[src/rtl/rfsh_pkg.sv]
package rfsh_pkg;

  typedef enum logic [1:0] {
    SEQ_PAUSE = 2'd0,
    SEQ_WAKE  = 2'd1,
    SEQ_RUN   = 2'd2
  } seq_state_t;

  typedef enum logic [2:0] {
    PH_IDLE  = 3'd0,
    PH_SETUP = 3'd1,
    PH_HOLD  = 3'd2,
    PH_TAIL  = 3'd3,
    PH_PRE   = 3'd4
  } cbr_phase_t;

  function automatic int unsigned max2(input int unsigned a, input int unsigned b);
    return (a > b) ? a : b;
  endfunction

endpackage

[src/rtl/rfsh_tick.sv]
module rfsh_tick #(
  parameter int unsigned PERIOD = 1562
) (
  input  logic clk,
  input  logic rst,
  input  logic en,
  output logic tick
);
  localparam int unsigned CW = (PERIOD > 1) ? $clog2(PERIOD) : 1;
  localparam logic [CW-1:0] LAST = CW'(PERIOD - 1);

  logic [CW-1:0] cnt_q;

  always_ff @(posedge clk) begin
    if (rst || !en) begin
      cnt_q <= '0;
    end else if (cnt_q == LAST) begin
      cnt_q <= '0;
    end else begin
      cnt_q <= cnt_q + 1'b1;
    end
  end

  assign tick = en && (cnt_q == LAST);

endmodule

[src/rtl/rfsh_backlog.sv]
module rfsh_backlog #(
  parameter int unsigned MAX_PEND = 4,
  localparam int unsigned PW = $clog2(MAX_PEND + 1)
) (
  input  logic          clk,
  input  logic          rst,
  input  logic          clr,
  input  logic          inc,
  input  logic          dec,
  output logic [PW-1:0] level,
  output logic [PW-1:0] level_nxt,
  output logic          full
);
  localparam logic [PW-1:0] TOP = PW'(MAX_PEND);

  logic [PW-1:0] lvl_q;

  always_comb begin
    level_nxt = lvl_q;
    if (clr) begin
      level_nxt = '0;
    end else if (inc && !dec && (lvl_q != TOP)) begin
      level_nxt = lvl_q + 1'b1;
    end else if (dec && !inc && (lvl_q != '0)) begin
      level_nxt = lvl_q - 1'b1;
    end
  end

  always_ff @(posedge clk) begin
    if (rst) lvl_q <= '0;
    else     lvl_q <= level_nxt;
  end

  assign level = lvl_q;
  assign full  = (lvl_q == TOP);

endmodule

[src/rtl/rfsh_cbr_gen.sv]
module rfsh_cbr_gen
  import rfsh_pkg::*;
#(
  parameter int unsigned NUM_CAS  = 2,
  parameter logic [NUM_CAS-1:0] CAS_MASK = '1,
  parameter int unsigned T_SETUP  = 1,
  parameter int unsigned T_HOLD   = 1,
  parameter int unsigned T_TAIL   = 4,
  parameter int unsigned T_PRE    = 4
) (
  input  logic               clk,
  input  logic               rst,
  input  logic               start,
  output logic               busy,
  output logic               done,
  output logic               ras_n,
  output logic [NUM_CAS-1:0] cas_n
);
  localparam int unsigned TMAX = max2(max2(T_SETUP, T_HOLD), max2(T_TAIL, T_PRE));
  localparam int unsigned CW   = $clog2(TMAX + 1);

  cbr_phase_t ph_q, ph_d;
  logic [CW-1:0] cnt_q, cnt_d;
  logic ras_n_q, done_q, cas_low_d;
  logic [NUM_CAS-1:0] cas_n_q;

  always_comb begin
    ph_d  = ph_q;
    cnt_d = cnt_q;
    unique case (ph_q)
      PH_IDLE: if (start) begin
        ph_d  = PH_SETUP;
        cnt_d = CW'(T_SETUP - 1);
      end
      PH_SETUP: if (cnt_q == '0) begin
        ph_d  = PH_HOLD;
        cnt_d = CW'(T_HOLD - 1);
      end else cnt_d = cnt_q - 1'b1;
      PH_HOLD: if (cnt_q == '0) begin
        ph_d  = PH_TAIL;
        cnt_d = CW'(T_TAIL - 1);
      end else cnt_d = cnt_q - 1'b1;
      PH_TAIL: if (cnt_q == '0) begin
        ph_d  = PH_PRE;
        cnt_d = CW'(T_PRE - 1);
      end else cnt_d = cnt_q - 1'b1;
      PH_PRE: if (cnt_q == '0) begin
        ph_d  = PH_IDLE;
      end else cnt_d = cnt_q - 1'b1;
      default: ph_d = PH_IDLE;
    endcase
  end

  assign cas_low_d = (ph_d == PH_SETUP) || (ph_d == PH_HOLD);

  always_ff @(posedge clk) begin
    if (rst) begin
      ph_q    <= PH_IDLE;
      cnt_q   <= '0;
      ras_n_q <= 1'b1;
      done_q  <= 1'b0;
    end else begin
      ph_q    <= ph_d;
      cnt_q   <= cnt_d;
      ras_n_q <= !((ph_d == PH_HOLD) || (ph_d == PH_TAIL));
      done_q  <= (ph_q == PH_PRE) && (cnt_q == '0);
    end
  end

  for (genvar i = 0; i < NUM_CAS; i++) begin : g_cas
    if (CAS_MASK[i]) begin : g_on
      always_ff @(posedge clk) begin
        if (rst) cas_n_q[i] <= 1'b1;
        else     cas_n_q[i] <= !cas_low_d;
      end
    end else begin : g_off
      always_ff @(posedge clk) cas_n_q[i] <= 1'b1;
    end
  end

  assign busy  = (ph_q != PH_IDLE);
  assign done  = done_q;
  assign ras_n = ras_n_q;
  assign cas_n = cas_n_q;

endmodule

[src/rtl/rfsh_sequencer.sv]
module rfsh_sequencer
  import rfsh_pkg::*;
#(
  parameter int unsigned CLK_KHZ     = 100000,
  parameter int unsigned WAKE_CYCLES = 8,
  parameter int unsigned BACKLOG_MAX = 4,
  parameter int unsigned ROW_W       = 10,
  parameter int unsigned NUM_CAS     = 2,
  parameter logic [NUM_CAS-1:0] CAS_MASK = '1,
  parameter int unsigned T_CAS_SETUP = 1,
  parameter int unsigned T_CAS_HOLD  = 1,
  parameter int unsigned T_RAS_TAIL  = 4,
  parameter int unsigned T_RAS_PRE   = 4
) (
  input  logic               clk,
  input  logic               rst,
  input  logic               rao_mode,
  input  logic               grant,
  output logic               ready,
  output logic               err,
  output logic               ref_req,
  output logic [ROW_W-1:0]   ref_row,
  output logic               pin_own,
  output logic               ras_n,
  output logic [NUM_CAS-1:0] cas_n
);
  // 200 us = CLK_KHZ/5 cycles; 16 ms / 1024 = CLK_KHZ/64 cycles
  localparam int unsigned STARTUP_CYC      = CLK_KHZ / 5;
  localparam int unsigned REF_INTERVAL_CYC = CLK_KHZ / 64;
  localparam int unsigned PA_W = $clog2(STARTUP_CYC);
  localparam int unsigned WK_W = $clog2(WAKE_CYCLES + 1);
  localparam int unsigned PW   = $clog2(BACKLOG_MAX + 1);
  localparam logic [PA_W-1:0] PA_LAST = PA_W'(STARTUP_CYC - 1);
  localparam logic [WK_W-1:0] WK_ALL  = WK_W'(WAKE_CYCLES);

  seq_state_t st_q, st_d;
  logic [PA_W-1:0]  pa_q;
  logic [WK_W-1:0]  wk_q;
  logic [ROW_W-1:0] row_q;
  logic ref_req_q, ref_req_d, ready_q, err_q;

  logic run, serve, ovf, tick;
  logic gen_start, gen_busy, gen_done;
  logic bl_clr, bl_inc, bl_dec, bl_full;
  logic [PW-1:0] bl_lvl, bl_nxt, lvl_left;

  rfsh_tick #(.PERIOD(REF_INTERVAL_CYC)) u_tick (
    .clk (clk),
    .rst (rst),
    .en  (run),
    .tick(tick)
  );

  rfsh_backlog #(.MAX_PEND(BACKLOG_MAX)) u_backlog (
    .clk      (clk),
    .rst      (rst),
    .clr      (bl_clr),
    .inc      (bl_inc),
    .dec      (bl_dec),
    .level    (bl_lvl),
    .level_nxt(bl_nxt),
    .full     (bl_full)
  );

  rfsh_cbr_gen #(
    .NUM_CAS (NUM_CAS),
    .CAS_MASK(CAS_MASK),
    .T_SETUP (T_CAS_SETUP),
    .T_HOLD  (T_CAS_HOLD),
    .T_TAIL  (T_RAS_TAIL),
    .T_PRE   (T_RAS_PRE)
  ) u_cbr (
    .clk  (clk),
    .rst  (rst),
    .start(gen_start),
    .busy (gen_busy),
    .done (gen_done),
    .ras_n(ras_n),
    .cas_n(cas_n)
  );

  always_comb begin
    run      = (st_q == SEQ_RUN);
    serve    = ref_req_q && grant;
    bl_dec   = serve || (run && gen_done);
    ovf      = run && tick && bl_full && !bl_dec;
    lvl_left = bl_lvl - PW'(bl_dec);
    bl_clr   = !run || ovf;
    bl_inc   = run && tick;
    gen_start = 1'b0;
    st_d      = st_q;
    unique case (st_q)
      SEQ_PAUSE: if (pa_q == PA_LAST) st_d = SEQ_WAKE;
      SEQ_WAKE: begin
        gen_start = !gen_busy && (wk_q != WK_ALL);
        if (gen_done && (wk_q == WK_ALL)) st_d = SEQ_RUN;
      end
      SEQ_RUN: begin
        if (ovf) st_d = SEQ_WAKE;
        else     gen_start = !rao_mode && !gen_busy && (lvl_left != '0);
      end
      default: st_d = SEQ_PAUSE;
    endcase
    ref_req_d = (st_d == SEQ_RUN) && rao_mode && (bl_nxt != '0) &&
                !gen_busy && !gen_start;
  end

  always_ff @(posedge clk) begin
    if (rst) begin
      st_q      <= SEQ_PAUSE;
      pa_q      <= '0;
      wk_q      <= '0;
      row_q     <= '0;
      ref_req_q <= 1'b0;
      ready_q   <= 1'b0;
      err_q     <= 1'b0;
    end else begin
      st_q <= st_d;
      pa_q <= (st_q == SEQ_PAUSE) ? pa_q + 1'b1 : '0;
      if ((st_d == SEQ_WAKE) && (st_q != SEQ_WAKE)) wk_q <= '0;
      else if ((st_q == SEQ_WAKE) && gen_start)     wk_q <= wk_q + 1'b1;
      if (serve) row_q <= row_q + 1'b1;
      ref_req_q <= ref_req_d;
      ready_q   <= (st_d == SEQ_RUN);
      if (ovf) err_q <= 1'b1;
    end
  end

  assign ready   = ready_q;
  assign err     = err_q;
  assign ref_req = ref_req_q;
  assign ref_row = row_q;
  assign pin_own = !run || gen_busy;

endmodule

[config.mk]
export PLATFORM = sky130hd
export DESIGN_NAME = rfsh_sequencer
export DESIGN_NICKNAME = d
export VERILOG_FILES = /design/src/rtl/rfsh_pkg.sv /design/src/rtl/rfsh_tick.sv /design/src/rtl/rfsh_backlog.sv /design/src/rtl/rfsh_cbr_gen.sv /design/src/rtl/rfsh_sequencer.sv
export SDC_FILE = /design/constraint.sdc
export NUM_CORES = 1
export LEC_CHECK = 0
export BUFFER_PORTS_ARGS = -buffer_cell sky130_fd_sc_hd__buf_2
export CAP_MARGIN = 15
export CELL_PAD_IN_SITES_DETAIL_PLACEMENT = 0
export CELL_PAD_IN_SITES_GLOBAL_PLACEMENT = 2
export CORE_ASPECT_RATIO = 1.2
export CORE_MARGIN = 8
export CORE_UTILIZATION = 40
export CTS_CLUSTER_DIAMETER = 50
export DETAILED_ROUTE_END_ITERATION = 8
export PLACE_DENSITY = 0.83
export SLEW_MARGIN = 0
export SYNTH_ARGS = -nofsm -noshare
export SYNTH_HDL_FRONTEND = slang
export SYNTH_SLANG_ARGS = --single-unit
[constraint.sdc]
create_clock -name clk -period 6.5 [get_ports clk]
set_input_delay 0.65 -clock clk [delete_from_list [all_inputs] [get_ports clk]]
set_output_delay 0.65 -clock clk [all_outputs]
set_load 0.005 [all_outputs]
==> qor.tcl, run 1 <==
set qor(clock_tree.buffer_depth) 2
set qor(maxCapViolations) 0
set qor(htree_num_levels) 3
set qor(reported_leakage_power_nw) 1.23
set qor(synth_enable_flop_cells) 0
set qor(core-area_um2) 7150
set qor(placement.io_buffers) 20
set qor(wirelength_um) 5670
set qor(max-vdd-ir-drop_v) 0.0000933
set qor(area.growth.synth_to_final_pct) 11.6
set qor(floorplan.die_area_um2) 10200
set qor(synth-seq-cells) 57
set qor(totalNegativeSetupSlack_ns) 0
set qor(netlist_area_um2) 2900
set qor(depth_of_the_worst_register_to_register_path) 10
set qor(timing.critical_path.cells) {inv_1 -> ha_1 -> a22o_2 -> ha_1 -> ha_1 -> xor2_1 -> o2111ai_1 -> o22ai_2 -> nand3_1 -> a221oi_1}
set qor(cts_tree) {done}
set qor(clock.fmax_ghz) 0.384
set qor(first_pass_grt_wire_length_um) 9690
set qor(antenna_cells_inserted) 0
set qor(antenna_found_initial) 0
set qor(outcome) {complete, no violations}
set qor(required_ns) 6.74
set qor(maximum_number_of_pins_on_one_net_before_global_route_repair) 30
set qor(final_nets) 374
set qor(grt-ovfl-total) 0
set qor(timing_worst_slew_pin_value_ns) 0.585
set qor(cts-resized-gates) 0
set qor(cts_setup_buffers) 0
set qor(timing.final.crit_share) 0.401
set qor(report.final.slew_viol_count) 0
set qor(number_of_cells_in_the_finished_layout_apart_from_fillers) 447
set qor(mappedNetlistNets) 352
set qor(post_drt_wl_per_cell_um) 12.7
set qor(pwr_density_cell_nw_per_um2) 203
set qor(postSynth.topFlopCell) {sky130_fd_sc_hd__dfxtp_1}
set qor(detail_route.drc_violations) 0
set qor(drt_pass1_iterations) 4
set qor(numCtsBuffers) 9
set qor(proportion_of_layout_cells_with_a_drive_suffix_above_1) 0.132
set qor(cts-hold-fix-buffers) 0
set qor(route.antenna.remaining_nets) 0
set qor(synth_warnings) 0
set qor(cts_sinks) 57
set qor(placement.cell_area_um2) 3080
set qor(gp_routability_congestion) 0.713
set qor(grt_use_total) 0.119
set qor(top_level_ports) 21
set qor(hold_path_class) {register to register}
set qor(slew_headroom) 0.608
set qor(chipHeight_um) 109
set qor(criticalPathCategory) {register to register}
set qor(clock_latency_ns) 0.33
set qor(detailroute.via_count) 2267
set qor(synth_cells) 331
set qor(horizontal_extent_of_the_die_um) 93.7
set qor(placedCellCount) 432
set qor(vias_per_cell) 5.07
set qor(drt_iter0_drc) 87
set qor(clockRootBuffer) {sky130_fd_sc_hd__clkbuf_8}
set qor(ys_seq_area_frac) 0.393
set qor(worst_path_clk_slew_ns) 0.06
set qor(fin_area_um2) 3240
set qor(detailedPlacementHpwl_um) 4030
set qor(rsz_0062_raised_after_global_routing) {false}
set qor(critPathCaptureType) {register}
set qor(fin_crit_ns) 2.60
set qor(nFillCells) 718
set qor(timing.hold.worst_path_depth) 1
set qor(avgSynthCellArea_um2) 8.76
set qor(vias_in_the_first_global_route) 2118
set qor(skew_ns) 0.00943
set qor(critPathMostFrequentCell) {sky130_fd_sc_hd__ha_1}
set qor(synth_cell_types) 55
set qor(timing.critical_path.from_type) {register}
set qor(cp_slowest_stage_delay_ns) 0.42
set qor(final-setup-viol-count) 0
set qor(report.power.total_mw) 0.658
set qor(critical-path-slowest-cell) {sky130_fd_sc_hd__dfxtp_1}
set qor(initial_utilization) 0.406
set qor(worst-endpoint-arrival_ns) 2.84
set qor(timing.critical_path.fanout_max) 7
set qor(hold_viol) 0
set qor(floorplan.rows) 34
set qor(synthArstFlopShare) 0
worst max-delay path: cells and delay by family (launching register included):
family	cells	cell delay, ns
compound gates	4	1.04
fa+ha+maj	3	0.67
flops	1	0.42
xor+xnor	1	0.17
simple gates	1	0.13
buf+inv	1	0.10
state kept, by name, indices dropped and copies added (netlist names):
register,count
pa_q,15
u_tick.cnt_q,11
ref_row,10
wk_q,4
u_backlog.level,3
u_cbr.cnt_q,3
u_cbr.ph_q,3
st_q,2
err,1
ready,1
ref_req,1
u_cbr.cas_n,1
u_cbr.done,1
u_cbr.ras_n,1
layout by cell type (no fill, tap or decap), drive strengths merged, types with 3 or more instances in the layout:
master   n
a221oi   3
dfxtp   57
buf     20
nor4     3
and4     4
nand3   19
and3     7
nor2b    4
a21oi    8
or3      6
nor3     9
o21ai    6
xor2    20
nand4    6
o211ai   3
a211oi   4
nand2b   4
ha      17
clkinv   4
mux2i    3
xnor2   14
nor2    47
inv     21
nand2   25
clkbuf  11
per-layer routing:
| layer | track usage | wire length, um | up-vias |
|---|---|---|---|
| met5 | 0 | 0 | - |
| met1 | 0.138 | 2630 | 1032 |
| met2 | 0.194 | 2630 | 38 |
| met3 | 0.0413 | 343 | 6 |
| li1 | - | - | 1191 |
| met4 | 0.0477 | 65 | 0 |
cells in the mapped netlist (6+ instances only):
master | instances | area share
sky130_fd_sc_hd__nor3_1 | 9 | 0.016
sky130_fd_sc_hd__xnor2_1 | 14 | 0.042
sky130_fd_sc_hd__nand2_1 | 25 | 0.032
sky130_fd_sc_hd__nor2_1 | 47 | 0.061
sky130_fd_sc_hd__clkbuf_1 | 6 | 0.0078
sky130_fd_sc_hd__nand4_1 | 6 | 0.013
sky130_fd_sc_hd__inv_1 | 21 | 0.027
sky130_fd_sc_hd__ha_1 | 17 | 0.073
sky130_fd_sc_hd__and3_1 | 6 | 0.013
sky130_fd_sc_hd__dfxtp_1 | 57 | 0.39
sky130_fd_sc_hd__or3_1 | 6 | 0.013
sky130_fd_sc_hd__a21oi_1 | 8 | 0.014
sky130_fd_sc_hd__nand3_1 | 19 | 0.033
sky130_fd_sc_hd__xor2_1 | 20 | 0.060
logic make-up (layout without fill, tap and decap cells):
| kind of cell | Yosys count | count (layout) | synth area share |
|---|---|---|---|
| fa+ha+maj | 17 | 17 | 0.0733 |
| compound gates | 44 | 44 | 0.113 |
| xor+xnor | 34 | 34 | 0.103 |
| buf+inv | 30 | 56 | 0.0401 |
| mux | 3 | 3 | 0.0104 |
| flops | 57 | 57 | 0.393 |
| simple gates | 146 | 146 | 0.267 |
cell type report:
class | count | area (um2) | area share
Clock buffer | 11 | 141 | 0.0437
Tap cell | 90 | 113 | 0.0348
Inverter | 21 | 78.8 | 0.0244
Sequential cell | 57 | 1140 | 0.353
Timing Repair Buffer | 20 | 100 | 0.0309
Clock inverter | 4 | 20.0 | 0.00618
Multi-Input combinational cell | 244 | 1640 | 0.508
where the power goes:
group / total (mW) / internal [mW] / switching (mW)
clock network: 0.277 / 0.144 / 0.133
registers: 0.357 / 0.353 / 0.00345
logic: 0.0248 / 0.00927 / 0.0155
path summary, 6_finish.rpt:
| path | startpoint | endpoint | slack, ns |
|---|---|---|---|
| worst max-delay path | st_q[0]$_SDFF_PP0_ | wk_q[3]$_SDFFE_PP0P_ | 3.90 |
| worst min-delay path | pa_q[0]$_SDFF_PP0_ | pa_q[0]$_SDFF_PP0_ | 0.46 |
| worst max register to register | st_q[0]$_SDFF_PP0_ | wk_q[3]$_SDFFE_PP0P_ | 3.90 |
| worst min register to register | pa_q[0]$_SDFF_PP0_ | pa_q[0]$_SDFF_PP0_ | 0.46 |
through the flow:
step / setup slack [ns] / utilization / hold WS (ns)
after floorplan: 4.15 / - / 0.430
after global placement: 3.95 / 0.430 / 0.448
after detailed placement: 3.91 / 0.430 / 0.449
after CTS: 3.91 / 0.453 / 0.468
after global routing: 3.64 / 0.453 / 0.480
final: 3.90 / 0.453 / 0.462
(Power assumes the default switching activity.)
==> run 2, diff against run 1 <==
- CORE_UTILIZATION: 40 -> 37
- PLACE_DENSITY: 0.83 -> 0.78
- clock period: 6.5 -> 2.4 ns (I/O delays scaled with it)
==> run 2 against run 1 <==
Worst setup slack got worse by 3.8 ns. Critical endpoint is now wk_q[2]$_SDFFE_PP0P_. Fmax is 13% higher. Clock skew about the same. Sequential share of layout area fell by 1.5 points. Clock power rose to 3.2 times the previous value. Highest routed layer unchanged. Cell area up 4.6%. First-iteration DRC count down 23%. Critical path type unchanged. Wire length is 6.0% higher.
==> qor.tcl, run 2 (synthesized netlist as in run 1, its figures left out) <==
set qor(chipHeight_um) 113
set qor(rsz_0062_raised_after_global_routing) {true}
set qor(max-vdd-ir-drop_v) 0.000347
set qor(nFillCells) 782
set qor(critPathCaptureType) {register}
set qor(criticalPathCategory) {register to register}
set qor(timing.critical_path.from_type) {register}
set qor(maximum_number_of_pins_on_one_net_before_global_route_repair) 30
set qor(antenna_found_initial) 0
set qor(timing.critical_path.fanout_max) 6
set qor(area.growth.synth_to_final_pct) 16.8
set qor(skew_ns) 0.00939
set qor(cts-hold-fix-buffers) 0
set qor(clock_tree.buffer_depth) 2
set qor(numCtsBuffers) 9
set qor(gp_routability_congestion) 0.743
set qor(final_util) 0.442
set qor(antenna_cells_inserted) 0
set qor(cts_sinks) 57
set qor(slew_headroom) 0.605
set qor(hold_path_class) {input port to register}
set qor(cts_tree) {done}
set qor(top_level_ports) 21
set qor(proportion_of_layout_cells_with_a_drive_suffix_above_1) 0.169
set qor(grt_use_total) 0.113
set qor(floorplan.rows) 35
set qor(detailroute.via_count) 2326
set qor(vias_per_cell) 5.08
set qor(final_nets) 383
set qor(detailedPlacementHpwl_um) 4300
set qor(core-area_um2) 7660
set qor(depth_of_the_worst_register_to_register_path) 10
set qor(maxCapViolations) 0
set qor(clock_latency_ns) 0.34
set qor(report.final.slew_viol_count) 0
set qor(timing.hold.worst_path_depth) 3
set qor(reported_leakage_power_nw) 1.30
set qor(floorplan.die_area_um2) 10900
set qor(clockRootBuffer) {sky130_fd_sc_hd__clkbuf_8}
set qor(largest_reg_flops) 15
set qor(fin_crit_ns) 2.30
set qor(wirelength_um) 6010
set qor(required_ns) 2.64
set qor(clock.fmax_ghz) 0.434
set qor(outcome) {complete, no violations}
set qor(placement.io_buffers) 20
set qor(first_pass_grt_wire_length_um) 10200
set qor(initial_utilization) 0.378
set qor(layout.cells.most_common) {sky130_fd_sc_hd__dfxtp_1}
set qor(final-setup-viol-count) 0
set qor(route.antenna.remaining_nets) 0
set qor(most-common-layout-cells) {sky130_fd_sc_hd__dfxtp_1 (56), sky130_fd_sc_hd__nor2_1 (47), sky130_fd_sc_hd__nand2_1 (25)}
set qor(grt-ovfl-total) 0
set qor(worst-endpoint-arrival_ns) 2.54
set qor(htree_num_levels) 3
set qor(pwr_density_cell_nw_per_um2) 570
set qor(timing.final.crit_share) 0.959
set qor(detail_route.drc_violations) 0
set qor(largest_register) {pa_q}
set qor(worst_path_clk_slew_ns) 0.07
set qor(report.power.total_mw) 1.93
set qor(vias_in_the_first_global_route) 2198
set qor(hold_viol) 0
set qor(post_drt_wl_per_cell_um) 13.1
set qor(totalNegativeSetupSlack_ns) 0
set qor(horizontal_extent_of_the_die_um) 96.8
set qor(timing_worst_slew_pin_value_ns) 0.592
set qor(drt_iter0_drc) 67
set qor(drt_pass1_iterations) 4
## run 2: layout make-up
| type | count | area, um2 | area share |
|---|---|---|---|
| clock buffers | 12 | 155 | 0.0458 |
| repair buffers | 29 | 171 | 0.0506 |
| multi-input cells | 244 | 1680 | 0.497 |
| inverters | 21 | 78.8 | 0.0233 |
| well taps | 92 | 115 | 0.0340 |
| clock inverters | 3 | 40.0 | 0.0118 |
| flip-flops and latches | 57 | 1140 | 0.337 |
## run 2: through the flow
stage	area, um2	hold WS, ns	cells	setup WS [ns]
floorplan	2900	0.393	331	0.0517
detailed placement	3120	0.448	440	0.0309
global route	3390	0.194	458	-0.0810
finish	3390	0.184	458	0.0985
CTS	3320	0.175	455	0.00826
global placement	3120	0.442	440	0.101
## run 2: final timing paths
kind,from,endpoint,slack (ns)
max reg2reg,st_q[0]$_SDFF_PP0_,wk_q[2]$_SDFFE_PP0P_,0.1
max,st_q[0]$_SDFF_PP0_,wk_q[2]$_SDFFE_PP0P_,0.1
min reg2reg,pa_q[0]$_SDFF_PP0_,pa_q[0]$_SDFF_PP0_,0.45
min,rao_mode,ref_req$_SDFF_PP0_,0.18
## run 2: per-layer routing
layer,global-route usage,vias to the layer above,wire length [um]
li1,-,1209,-
met1,0.130,1073,2800
met2,0.178,32,2790
met3,0.0420,12,314
met4,0.0627,0,104
met5,0,-,0
## run 2: repair_timing
action,in CTS,in global routing
resized for setup,0,9
setup endpoints to repair,0,8
buffers inserted,0,3
## run 2: critical path, stage by stage (launching register included)
cell and delay (ns):
sky130_fd_sc_hd__dfxtp_1 0.32, sky130_fd_sc_hd__inv_1 0.06, sky130_fd_sc_hd__ha_2 0.19, sky130_fd_sc_hd__a22o_4 0.25, sky130_fd_sc_hd__ha_1 0.18, sky130_fd_sc_hd__ha_1 0.20, sky130_fd_sc_hd__xor2_2 0.16, sky130_fd_sc_hd__o2111ai_2 0.25
sky130_fd_sc_hd__o22ai_4 0.14, sky130_fd_sc_hd__a21o_1 0.23, sky130_fd_sc_hd__a221oi_2 0.22
## run 2: power breakdown
part	switching, mW	internal [mW]	total [mW]	leakage [nW]
Clock	0.368	0.527	0.895	0.102
Sequential	0.00945	0.956	0.966	0.460
Combinational	0.0430	0.0252	0.0682	0.739
Total	0.421	1.51	1.93	1.30
==> run 3, diff against run 2 <==
- PLACE_DENSITY: 0.78 -> 0.9
==> run 3 against run 2 <==
Register-to-register slack improved by 0.06 ns. Core utilization did not move. Global-route usage fell by 0.085 points. Worst setup slack improved by 0.062 ns. Critical path type unchanged. Clock-buffer cell count rose by 2. Final cell count did not move.
==> qor.tcl, run 3 (synthesized netlist as in run 1, its figures left out) <==
set qor(outcome) {complete, no violations}
set qor(detailroute.via_count) 2368
set qor(slew_headroom) 0.538
set qor(post_drt_wl_per_cell_um) 12.9
set qor(power_report.internal_total_mw) 1.55
set qor(final_util) 0.442
set qor(antenna_cells_inserted) 0
set qor(cts-hold-fix-buffers) 0
set qor(horizontal_extent_of_the_die_um) 96.8
set qor(critPathCaptureType) {register}
set qor(min-delay-start) {rao_mode}
set qor(rsz_0062_raised_after_global_routing) {false}
set qor(hold_viol) 0
set qor(timing.hold.worst_path_depth) 3
set qor(nFillCells) 778
set qor(skew_ns) 0.00763
set qor(depth_of_the_worst_register_to_register_path) 10
set qor(most-common-layout-cells) {sky130_fd_sc_hd__dfxtp_1 (57), sky130_fd_sc_hd__nor2_1 (47), sky130_fd_sc_hd__nand2_1 (25)}
set qor(critPathBufInv) 1
set qor(wirelength_um) 5920
set qor(cts_sinks) 57
set qor(r2r-end) {wk_q[2]$_SDFFE_PP0P_}
set qor(clock_latency_ns) 0.33
set qor(totalNegativeSetupSlack_ns) 0
set qor(timing_worst_slew_pin_value_ns) 0.689
set qor(pwr-share-clk) 0.474
set qor(power_frac_comb) 0.035
set qor(worst-endpoint-arrival_ns) 2.48
set qor(detail_route.drc_violations) 0
set qor(vias_in_the_first_global_route) 2387
set qor(floorplan.die_area_um2) 10900
set qor(largest_reg_flops) 15
set qor(cp_top_family) {compound AO/OA/AOI/OAI gates}
set qor(reported_leakage_power_nw) 1.30
set qor(floorplan.rows) 35
set qor(fin_crit_ns) 2.24
set qor(timing.critical_path.fanout_max) 6
set qor(netSwitchingPower_mw) 0.419
set qor(critical-path-slowest-cell) {sky130_fd_sc_hd__dfxtp_1}
set qor(placedCellCount) 441
set qor(core-area_um2) 7660
set qor(hold_path_class) {input port to register}
set qor(antenna_found_initial) 0
set qor(numCtsBuffers) 9
set qor(final-setup-viol-count) 0
set qor(htree_num_levels) 3
set qor(finalHoldWorstSlack_ns) 0.207
set qor(grt-ovfl-total) 0
set qor(clockRootBuffer) {sky130_fd_sc_hd__clkbuf_8}
set qor(route.antenna.remaining_nets) 0
set qor(worst_setup_margin_ns) 0.161
set qor(first_pass_grt_wire_length_um) 10500
set qor(worst_r2r_start) {st_q[0]$_SDFF_PP0_}
set qor(cts_tree) {done}
set qor(timing.critical_path.cells) {inv_1 -> ha_1 -> a22o_2 -> ha_1 -> ha_1 -> xor2_2 -> o2111ai_2 -> o22ai_4 -> nand3_1 -> a221oi_2}
set qor(drt_iter0_drc) 64
set qor(timing.final.crit_share) 0.933
set qor(placement.io_buffers) 20
set qor(maxCapViolations) 0
set qor(fin_area_um2) 3390
set qor(layout.cells.most_common) {sky130_fd_sc_hd__dfxtp_1}
set qor(reg2reg_slack_ns) 0.16
set qor(pwr_density_cell_nw_per_um2) 580
set qor(swShare) 0.213
set qor(clock_tree.buffer_depth) 2
set qor(report.final.slew_viol_count) 0
set qor(detailedPlace.worstSlack_ns) 0.0952
set qor(proportion_of_layout_cells_with_a_drive_suffix_above_1) 0.167
set qor(final_nets) 382
set qor(required_ns) 2.64
set qor(min_to) {ref_req$_SDFF_PP0_}
set qor(timing.critical_path.from_type) {register}
set qor(number_of_cells_in_the_finished_layout_apart_from_fillers) 458
set qor(grt_use_total) 0.112
set qor(drt_pass1_iterations) 4
set qor(maximum_number_of_pins_on_one_net_before_global_route_repair) 30
set qor(clock.fmax_ghz) 0.447
set qor(largest_register) {pa_q}
set qor(criticalPathCategory) {register to register}
set qor(gp_routability_congestion) 0.761
set qor(placement.cell_area_um2) 3130
set qor(area.growth.synth_to_final_pct) 16.8
set qor(critPathMostFrequentCell) {sky130_fd_sc_hd__ha_1}
set qor(worst_path_clk_slew_ns) 0.06
set qor(power.share.sequential) 0.491
set qor(top_level_ports) 21
set qor(max-vdd-ir-drop_v) 0.000427
set qor(chipHeight_um) 113
set qor(initial_utilization) 0.378
set qor(vias_per_cell) 5.17
set qor(report.power.total_mw) 1.96
set qor(cp_slowest_stage_delay_ns) 0.32
set qor(detailedPlacementHpwl_um) 4260
run 3: changes by cell type in the layout (fill, tap and decap cells not counted), sizes merged:
cell	previous run	this run
clkinv	2	1
clkbuf	12	14
buf	29	28
run 3: area by class of cell:
class | count | area [um2] | share of cell area
multi-input cells | 244 | 1680 | 0.497
inverters | 21 | 78.8 | 0.0233
flip-flops and latches | 57 | 1140 | 0.337
clock inverters | 2 | 35.0 | 0.0103
clock buffers | 14 | 173 | 0.0510
well taps | 92 | 115 | 0.0340
repair buffers | 28 | 160 | 0.0473
run 3: how the worst max path moves through the flow:
stage,startpoint,end,cells past startpoint
CTS,st_q[0]$_SDFF_PP0_,wk_q[2]$_SDFFE_PP0P_,10
finish,st_q[0]$_SDFF_PP0_,wk_q[2]$_SDFFE_PP0P_,10
global route,st_q[0]$_SDFF_PP0_,wk_q[2]$_SDFFE_PP0P_,10
detailed placement,st_q[0]$_SDFF_PP0_,wk_q[2]$_SDFFE_PP0P_,10
global placement,st_q[0]$_SDFF_PP0_,wk_q[3]$_SDFFE_PP0P_,10
floorplan,st_q[0]$_SDFF_PP0_,wk_q[2]$_SDFFE_PP0P_,10
run 3: worst min-delay path, cell delays in order:
cell and delay [ns]:
sky130_fd_sc_hd__buf_2 0.11, sky130_fd_sc_hd__nand4_1 0.09, sky130_fd_sc_hd__a2111oi_2 0.04
run 3: routing by layer:
| layer | global-route usage | up-vias | routed length (um) |
|---|---|---|---|
| li1 | - | 1211 | - |
| met1 | 0.121 | 1109 | 2750 |
| met2 | 0.197 | 36 | 2790 |
| met3 | 0.0335 | 12 | 263 |
| met4 | 0.0524 | 0 | 115 |
| met5 | 0 | - | 0 |
run 3: power groups by stage:
stage          Combinational (mW)  Sequential (mW)  Clock (mW)
3_3_place_gp               0.0682            0.987           0
6_report                   0.0685            0.966       0.931
2_1_floorplan              0.0550            0.982           0
5_1_grt                    0.0804            0.967       0.992
3_5_place_dp               0.0688            0.987           0
4_1_cts                    0.0690            0.965       0.959
run 3: timing repair:
item	in CTS	in global routing
endpoints found under the setup margin	0	8
gates resized for setup	0	7
buffers inserted	0	1
